[src/rtl/qca_pkg.sv]
package qca_pkg;
  localparam int OP_LSB   = 0;
  localparam int AT_LSB   = 5;
  localparam int ATV_BIT  = 8;
  localparam int RCID_LSB = 9;
  localparam int ST_LSB   = 32;
  localparam int BUSY_BIT = 39;

  typedef enum logic [4:0] {
    OP_STORE = 5'd1,
    OP_LOAD  = 5'd2,
    OP_FLUSH = 5'd3
  } op_e;

  typedef enum logic [6:0] {
    ST_IDLE    = 7'd0,
    ST_OK      = 7'd1,
    ST_BAD_OP  = 7'd2,
    ST_BAD_ID  = 7'd3,
    ST_BAD_AT  = 7'd4
  } status_e;

  localparam logic [2:0] AT_DATA = 3'd0;
  localparam logic [2:0] AT_CODE = 3'd1;
endpackage

[src/rtl/qca_req_check.sv]
module qca_req_check
  import qca_pkg::*;
#(
  parameter int RCID_W = 12,
  parameter int NRCID  = 16
) (
  input  logic [4:0]        op,
  input  logic [2:0]        at,
  input  logic              atv,
  input  logic [RCID_W-1:0] rcid,
  output logic [6:0]        status,
  output logic              do_store,
  output logic              do_load
);
  logic id_bad;
  logic at_bad;

  always_comb begin
    id_bad   = ({1'b0, rcid} >= (RCID_W+1)'(NRCID));
    at_bad   = atv && (at != AT_DATA) && (at != AT_CODE);
    do_store = 1'b0;
    do_load  = 1'b0;
    if (id_bad) begin
      status = ST_BAD_ID;
    end else if (at_bad) begin
      status = ST_BAD_AT;
    end else begin
      case (op)
        OP_STORE: begin status = ST_OK; do_store = 1'b1; end
        OP_LOAD:  begin status = ST_OK; do_load  = 1'b1; end
        OP_FLUSH: status = ST_OK;
        default:  status = ST_BAD_OP;
      endcase
    end
  end
endmodule

[src/rtl/qca_mask_table.sv]
module qca_mask_table #(
  parameter int W     = 64,
  parameter int DEPTH = 32,
  parameter int AW    = 5
) (
  input  logic          clk,
  input  logic          we,
  input  logic [AW-1:0] waddr,
  input  logic [W-1:0]  wdata,
  input  logic [AW-1:0] raddr,
  output logic [W-1:0]  rdata
);
  logic [W-1:0] mem [DEPTH];

  always_ff @(posedge clk) begin
    if (we) mem[waddr] <= wdata;
    rdata <= mem[raddr];
  end
endmodule

[src/rtl/qca_busy_timer.sv]
module qca_busy_timer #(
  parameter int BUSY_CYC = 4
) (
  input  logic clk,
  input  logic rst,
  input  logic start,
  output logic busy
);
  localparam int CW = $clog2(BUSY_CYC + 1);
  logic [CW-1:0] cnt;

  always_ff @(posedge clk) begin
    if (rst) begin
      busy <= 1'b0;
      cnt  <= '0;
    end else if (start && !busy) begin
      busy <= 1'b1;
      cnt  <= CW'(BUSY_CYC - 1);
    end else if (busy) begin
      if (cnt == '0) busy <= 1'b0;
      else           cnt  <= cnt - 1'b1;
    end
  end
endmodule

[src/rtl/qos_cap_alloc_ctrl.sv]
module qos_cap_alloc_ctrl
  import qca_pkg::*;
#(
  parameter int NBLK     = 48,
  parameter int NRCID    = 16,
  parameter int RCID_W   = 12,
  parameter int BUSY_CYC = 4,
  parameter int ADDR_W   = 12
) (
  input  logic              clk,
  input  logic              rst,
  input  logic              rd_en,
  input  logic              wr_en,
  input  logic [ADDR_W-1:0] addr,
  input  logic [1:0]        wsel,
  input  logic [63:0]       wdata,
  output logic [63:0]       rdata
);
  localparam int BMW    = ((NBLK + 63) / 64) * 64;
  localparam int NSLOT  = BMW / 64;
  localparam int RIDX_W = $clog2(NRCID);
  localparam int IDX_W  = RIDX_W + 1;
  localparam int DEPTH  = NRCID * 2;
  localparam int WORD_W = ADDR_W - 3;
  localparam logic [BMW-1:0] PAD = (BMW'(1) << NBLK) - BMW'(1);

  logic [WORD_W-1:0] word;
  assign word = addr[ADDR_W-1:3];

  // incoming command fields
  logic [4:0]        op_in;
  logic [2:0]        at_in;
  logic              atv_in;
  logic [RCID_W-1:0] rcid_in;
  assign op_in   = wdata[OP_LSB +: 5];
  assign at_in   = wdata[AT_LSB +: 3];
  assign atv_in  = wdata[ATV_BIT];
  assign rcid_in = wdata[RCID_LSB +: RCID_W];

  logic busy;
  logic ctl_wr, launch;
  assign ctl_wr = wr_en && wsel[0] && (word == '0);
  assign launch = ctl_wr && !busy;

  logic [6:0] status_n;
  logic       do_store, do_load;

  qca_req_check #(.RCID_W(RCID_W), .NRCID(NRCID)) u_check (
    .op(op_in), .at(at_in), .atv(atv_in), .rcid(rcid_in),
    .status(status_n), .do_store(do_store), .do_load(do_load)
  );

  qca_busy_timer #(.BUSY_CYC(BUSY_CYC)) u_busy (
    .clk(clk), .rst(rst), .start(launch), .busy(busy)
  );

  logic [IDX_W-1:0] idx;
  assign idx = {rcid_in[RIDX_W-1:0], atv_in ? at_in[0] : 1'b0};

  logic [BMW-1:0] stage;
  logic [BMW-1:0] tab_q;
  logic           tab_we;
  assign tab_we = launch && do_store;

  qca_mask_table #(.W(BMW), .DEPTH(DEPTH), .AW(IDX_W)) u_table (
    .clk(clk), .we(tab_we), .waddr(idx), .wdata(stage),
    .raddr(idx), .rdata(tab_q)
  );

  // command register state
  logic [4:0]        op_q;
  logic [2:0]        at_q;
  logic              atv_q;
  logic [RCID_W-1:0] rcid_q;
  logic [6:0]        status_q;
  logic              load_pend;

  always_ff @(posedge clk) begin
    if (rst) begin
      op_q      <= '0;
      at_q      <= '0;
      atv_q     <= 1'b0;
      rcid_q    <= '0;
      status_q  <= ST_IDLE;
      load_pend <= 1'b0;
    end else begin
      load_pend <= launch && do_load;
      if (launch) begin
        op_q     <= op_in;
        at_q     <= at_in;
        atv_q    <= atv_in;
        rcid_q   <= rcid_in;
        status_q <= status_n;
      end
    end
  end

  // staging mask, written per 32-bit half, pad bits forced low
  always_ff @(posedge clk) begin
    if (rst) begin
      stage <= '0;
    end else begin
      for (int s = 0; s < NSLOT; s++) begin
        if (wr_en && (word == WORD_W'(s + 1))) begin
          if (wsel[0]) stage[s*64 +: 32] <= wdata[31:0] & PAD[s*64 +: 32];
          if (wsel[1]) stage[s*64+32 +: 32] <= wdata[63:32] & PAD[s*64+32 +: 32];
        end
      end
      if (load_pend) stage <= tab_q & PAD;
    end
  end

  // read mux
  logic [63:0] ctl_word;
  logic [63:0] rd_mux;

  always_comb begin
    ctl_word = '0;
    ctl_word[OP_LSB +: 5]       = op_q;
    ctl_word[AT_LSB +: 3]       = at_q;
    ctl_word[ATV_BIT]           = atv_q;
    ctl_word[RCID_LSB +: RCID_W] = rcid_q;
    ctl_word[ST_LSB +: 7]       = status_q;
    ctl_word[BUSY_BIT]          = busy;
  end

  always_comb begin
    rd_mux = '0;
    if (word == '0) rd_mux = ctl_word;
    for (int s = 0; s < NSLOT; s++) begin
      if (word == WORD_W'(s + 1)) rd_mux = stage[s*64 +: 64];
    end
  end

  always_ff @(posedge clk) begin
    if (rst)        rdata <= '0;
    else if (rd_en) rdata <= rd_mux;
  end


  launch_busy_chk: assert property (@(posedge clk) disable iff (rst)
    launch |=> busy);


  busy_gate_chk: assert property (@(posedge clk) disable iff (rst)
    (busy && ctl_wr) |=> ($stable(op_q) && $stable(rcid_q) && $stable(status_q)));


  bad_rcid_chk: assert property (@(posedge clk) disable iff (rst)
    (launch && ({1'b0, rcid_in} >= (RCID_W+1)'(NRCID))) |=> (status_q == ST_BAD_ID));


  bad_at_chk: assert property (@(posedge clk) disable iff (rst)
    (launch && ({1'b0, rcid_in} < (RCID_W+1)'(NRCID)) && atv_in && (at_in > 3'd1))
      |=> (status_q == ST_BAD_AT));


  no_table_write_chk: assert property (@(posedge clk) disable iff (rst)
    (launch && (op_in != OP_STORE)) |-> !tab_we);
endmodule

[config.mk]
export PLATFORM = sky130hd
export DESIGN_NAME = qos_cap_alloc_ctrl
export DESIGN_NICKNAME = d
export VERILOG_FILES = /design/src/rtl/qca_pkg.sv /design/src/rtl/qca_req_check.sv /design/src/rtl/qca_mask_table.sv /design/src/rtl/qca_busy_timer.sv /design/src/rtl/qos_cap_alloc_ctrl.sv
export SDC_FILE = /design/constraint.sdc
export NUM_CORES = 2
export LEC_CHECK = 0
export CELL_PAD_IN_SITES_DETAIL_PLACEMENT = 2
export CELL_PAD_IN_SITES_GLOBAL_PLACEMENT = 2
export CORE_MARGIN = 2
export CORE_UTILIZATION = 40
export CTS_CLUSTER_DIAMETER = 100
export CTS_CLUSTER_SIZE = 28
export DETAILED_ROUTE_END_ITERATION = 12
export DONT_BUFFER_PORTS = 1
export PLACE_DENSITY = 0.81
export RECOVER_POWER = 25
export SLEW_MARGIN = 30
export SYNTH_ARGS = -nofsm -noshare
export SYNTH_HDL_FRONTEND = slang
export SYNTH_SLANG_ARGS = --single-unit
export TNS_END_PERCENT = 100
[constraint.sdc]
create_clock -name clk -period 8.01 [get_ports clk]
set_input_delay 0.801 -clock clk [delete_from_list [all_inputs] [get_ports clk]]
set_output_delay 0.801 -clock clk [all_outputs]
set_load 0.02 [all_outputs]
==> flow_metrics.env <==
export IMPL_cp_end_kind="flop"
export IMPL_swShare_pct=22.0
export IMPL_synth_common_cells="edfxtp_1 (1536), o21ai_0 (594), and3_1 (577)"
export IMPL_slew_limit_headroom_pct=-18.3
export IMPL_finClkSkew_ns=0.0386
export IMPL_synth_cell_types=53
export IMPL_startpoint="wdata[5]"
export IMPL_criticalPathCategory="in2reg"
export IMPL_vias=45300
export IMPL_p_clk_share_pct=31.1
export IMPL_seqPwrFrac_pct=65.2
export IMPL_power_leakage_uw=0.0260
export IMPL_synth_seq_area_share_pct=71.6
export IMPL_core_sq_um=172000
export IMPL_rsz0062_at_grt="false"
export IMPL_first_iter_violations=6611
export IMPL_cts_setup_buffers=0
export IMPL_drive_gt1_share_pct=5.92
export IMPL_r2r_end="u_table.mem[26][27]"
export IMPL_dr_pass1_iters=6
export IMPL_p_int_uw=11500
export IMPL_critPathArrivalTime_ns=6.03
export IMPL_crit_chain="buf_16 -> buf_16 -> buf_16 -> buf_16 -> nand2_4 -> or2_2 -> nor4_4 -> buf_4"
export IMPL_grt_pass1_vias=47500
export IMPL_postRouteAntennaNets=0
export IMPL_timing_rr_start="u_busy.busy"
export IMPL_crit_fanout=298
export IMPL_power_switching_uw=3240
export IMPL_clkTransAtPathRegs_ns=0.11
export IMPL_clock_path_buffers=3
export IMPL_grt_usage_pct=28.5
export IMPL_tightest_slew_ns=1.77
export IMPL_io_pins=146
export IMPL_worstSetupPathDepth=8
export IMPL_critPathMaxStageDelay_ns=0.83
export IMPL_grt_first_pass_wirelength_um=358000
export IMPL_fmax_ghz=0.176
export IMPL_grt_overflow=0
export IMPL_synth_edf_count=1536
export IMPL_placementRows=152
export IMPL_fp_dieH_um=420
export IMPL_synthArstFlopShare_pct=0
export IMPL_holdWs_ns=0.146
export IMPL_start_util_pct=40.3
export IMPL_cts_resized=0
export IMPL_maxSlewViolCount=209
export IMPL_syn_to_final_growth_pct=6.82
export IMPL_required_ns=8.36
export IMPL_wl_um=258000
export IMPL_dp_hpwl_um=135000
export IMPL_crit_end="u_table.mem[1][43]"
export IMPL_die_x_um=420
export IMPL_clk_latency_ns=0.71
export IMPL_combPwrFrac_pct=3.7
export IMPL_cts_hold_fix_buffers=0
export IMPL_crit_slowest_cell="buf_4"
export IMPL_synthFlopType="edfxtp_1"
export IMPL_synth_top_cell_area_share_pct=66.6
export IMPL_period_share_pct=70.9
export IMPL_ys_ff_latch=1709
export IMPL_worstRegToRegCells=5
export IMPL_cts_tree="yes"
export IMPL_netlist_top_cells_area="edfxtp_1 (67%), a21boi_0 (6.2%), and3_1 (5.2%), dfxtp_1 (5.0%), o21ai_0 (4.3%)"
export IMPL_crit_top_cell="buf_16"
export IMPL_cts_buffers=71
export IMPL_setup_violations=0
export IMPL_placedCellCount=6817
export IMPL_violations="capacitance limit, slew limit"
export IMPL_hold_start="rst"
export IMPL_period_needed_ns=5.68
export IMPL_cp_num_buf_inv=5
export IMPL_cp_start_kind="input pin"
export IMPL_port_buffers=0
export IMPL_drv_cap=6
export IMPL_tns_ns=0
export IMPL_syn_cell_area_sq_um=69200
export IMPL_cts_sinks=1709
export IMPL_antenna_found_initial=17
export IMPL_synth_warnings=0
export IMPL_routed_via_density=6.50
export IMPL_min_path_type="in2reg"
export IMPL_fin_cells=6970
export IMPL_status="finished with violations"
export IMPL_yosysTopAreaCell="edfxtp_1"
export IMPL_place_gp_congestion=0.767
export IMPL_synth_cells=4823
export IMPL_drc_errors=0
export IMPL_avgSynthCellArea_sq_um=14.4
export IMPL_grt_max_degree=1159
export IMPL_cts_root_buf="clkbuf_16"
export IMPL_crit_family="buffers and inverters"
export IMPL_finish_net_count=4675
export IMPL_powerDensity_nw_per_um2=199
export IMPL_hold_viol_final=0
export IMPL_die_area_sq_um=176000
export IMPL_htreeDepth=3
export IMPL_rrSetupSlack_ns=4.59
export IMPL_ir_drop_v=0.000147
export IMPL_yosysMostFrequentCell="edfxtp_1"
export IMPL_wire_per_inst_um=37.0
## through the flow
stage               total power [uW]  cell area, sq um  utilization (%)  setup WS (ns)
floorplan                      10200             69300                -          0.639
detailed placement             10200             71600             41.7           3.54
CTS                            14600             73600             42.9           4.31
finish                         14700             73900             43.1           2.33
global route                   15000             73900             43.0           2.24
global placement               10200             71500             41.6           3.81
## worst register-to-register path, delay by kind of cell, from the launching register on
family	cells	cell delay (ns)
flip-flops	1	0.38
AND/OR/NAND/NOR	4	1.74
buffers and inverters	1	0.87
## logic make-up after synthesis
logic type,Yosys count,share of synthesized area [%]
fa+ha+maj,2,0.0361
mux,208,3.01
compound gates,1526,14.6
buf+inv,462,2.79
flops,1709,71.6
simple gates,913,7.93
xor+xnor,2,0.0253
other cells,1,0.00542
## placed cells by master, fill, tap and decap left out, types with 5 or more instances in the layout
master        n
or4_1        50
diode_2      13
a211oi_1     25
clkbuf_16    73
nand2_1     104
mux2i_1     208
a21boi_0    576
nand3_1      27
a311oi_1     20
o2111ai_1   193
buf_16       11
dfxtp_1     155
nand2b_1     26
conb_1       16
inv_1        17
a21oi_1      75
a221oi_1     12
and3_1      577
nor2_1       48
clkbuf_1     61
buf_4        97
a22oi_1      25
o21ai_0     594
buf_6         5
nor4_2       26
edfxtp_1   1536
dfxtp_2      17
nor4_4        8
## power groups by stage
stage / sequential [uW] / clock (uW) / combinational [uW]
after floorplan: 9810 / 0 / 364
after global placement: 9810 / 0 / 342
after detailed placement: 9820 / 0 / 370
after CTS: 9620 / 4610 / 372
after global routing: 9620 / 4830 / 572
final: 9620 / 4580 / 542
## registers in the layout, indices dropped and copies added, names as in the netlist
register and flops:
u_busy.busy 1, u_table.mem 1536, rdata 48, status_q 3, op_q 5, at_q 3
atv_q 1, load_pend 1, stage 48, u_table.rdata 48, u_busy.cnt 3, rcid_q 12
## layout make-up
cell class | instances | area (sq um)
diodes | 13 | 32.5
clock inverters | 5 | 65.1
fillers | 16400 | 97800
inverters | 18 | 70.1
multi-input cells | 2667 | 18100
well taps | 2310 | 2890
flip-flops and latches | 1709 | 49600
clock buffers | 124 | 2020
repair buffers | 124 | 1140
## how the worst min path moves through the flow
stage | end | slack [ns] | cells past startpoint
2_1_floorplan | status_q[2] | 0.43 | 2
3_3_place_gp | status_q[2] | 0.43 | 2
3_5_place_dp | stage[28] | 0.45 | 2
4_1_cts | stage[4] | 0.10 | 1
5_1_grt | rdata[36] | 0.13 | 1
6_report | rdata[36] | 0.15 | 1
## layer usage
| metal | routed length, um | up-vias | GRT usage (%) |
|---|---|---|---|
| li1 | - | 18300 | - |
| met1 | 98300 | 24100 | 36.5 |
| met2 | 127000 | 2350 | 47.9 |
| met3 | 20700 | 572 | 4.03 |
| met4 | 12300 | 4 | 12.9 |
| met5 | 27 | - | 0 |
Note: power is estimated with default switching activity, not from simulation.
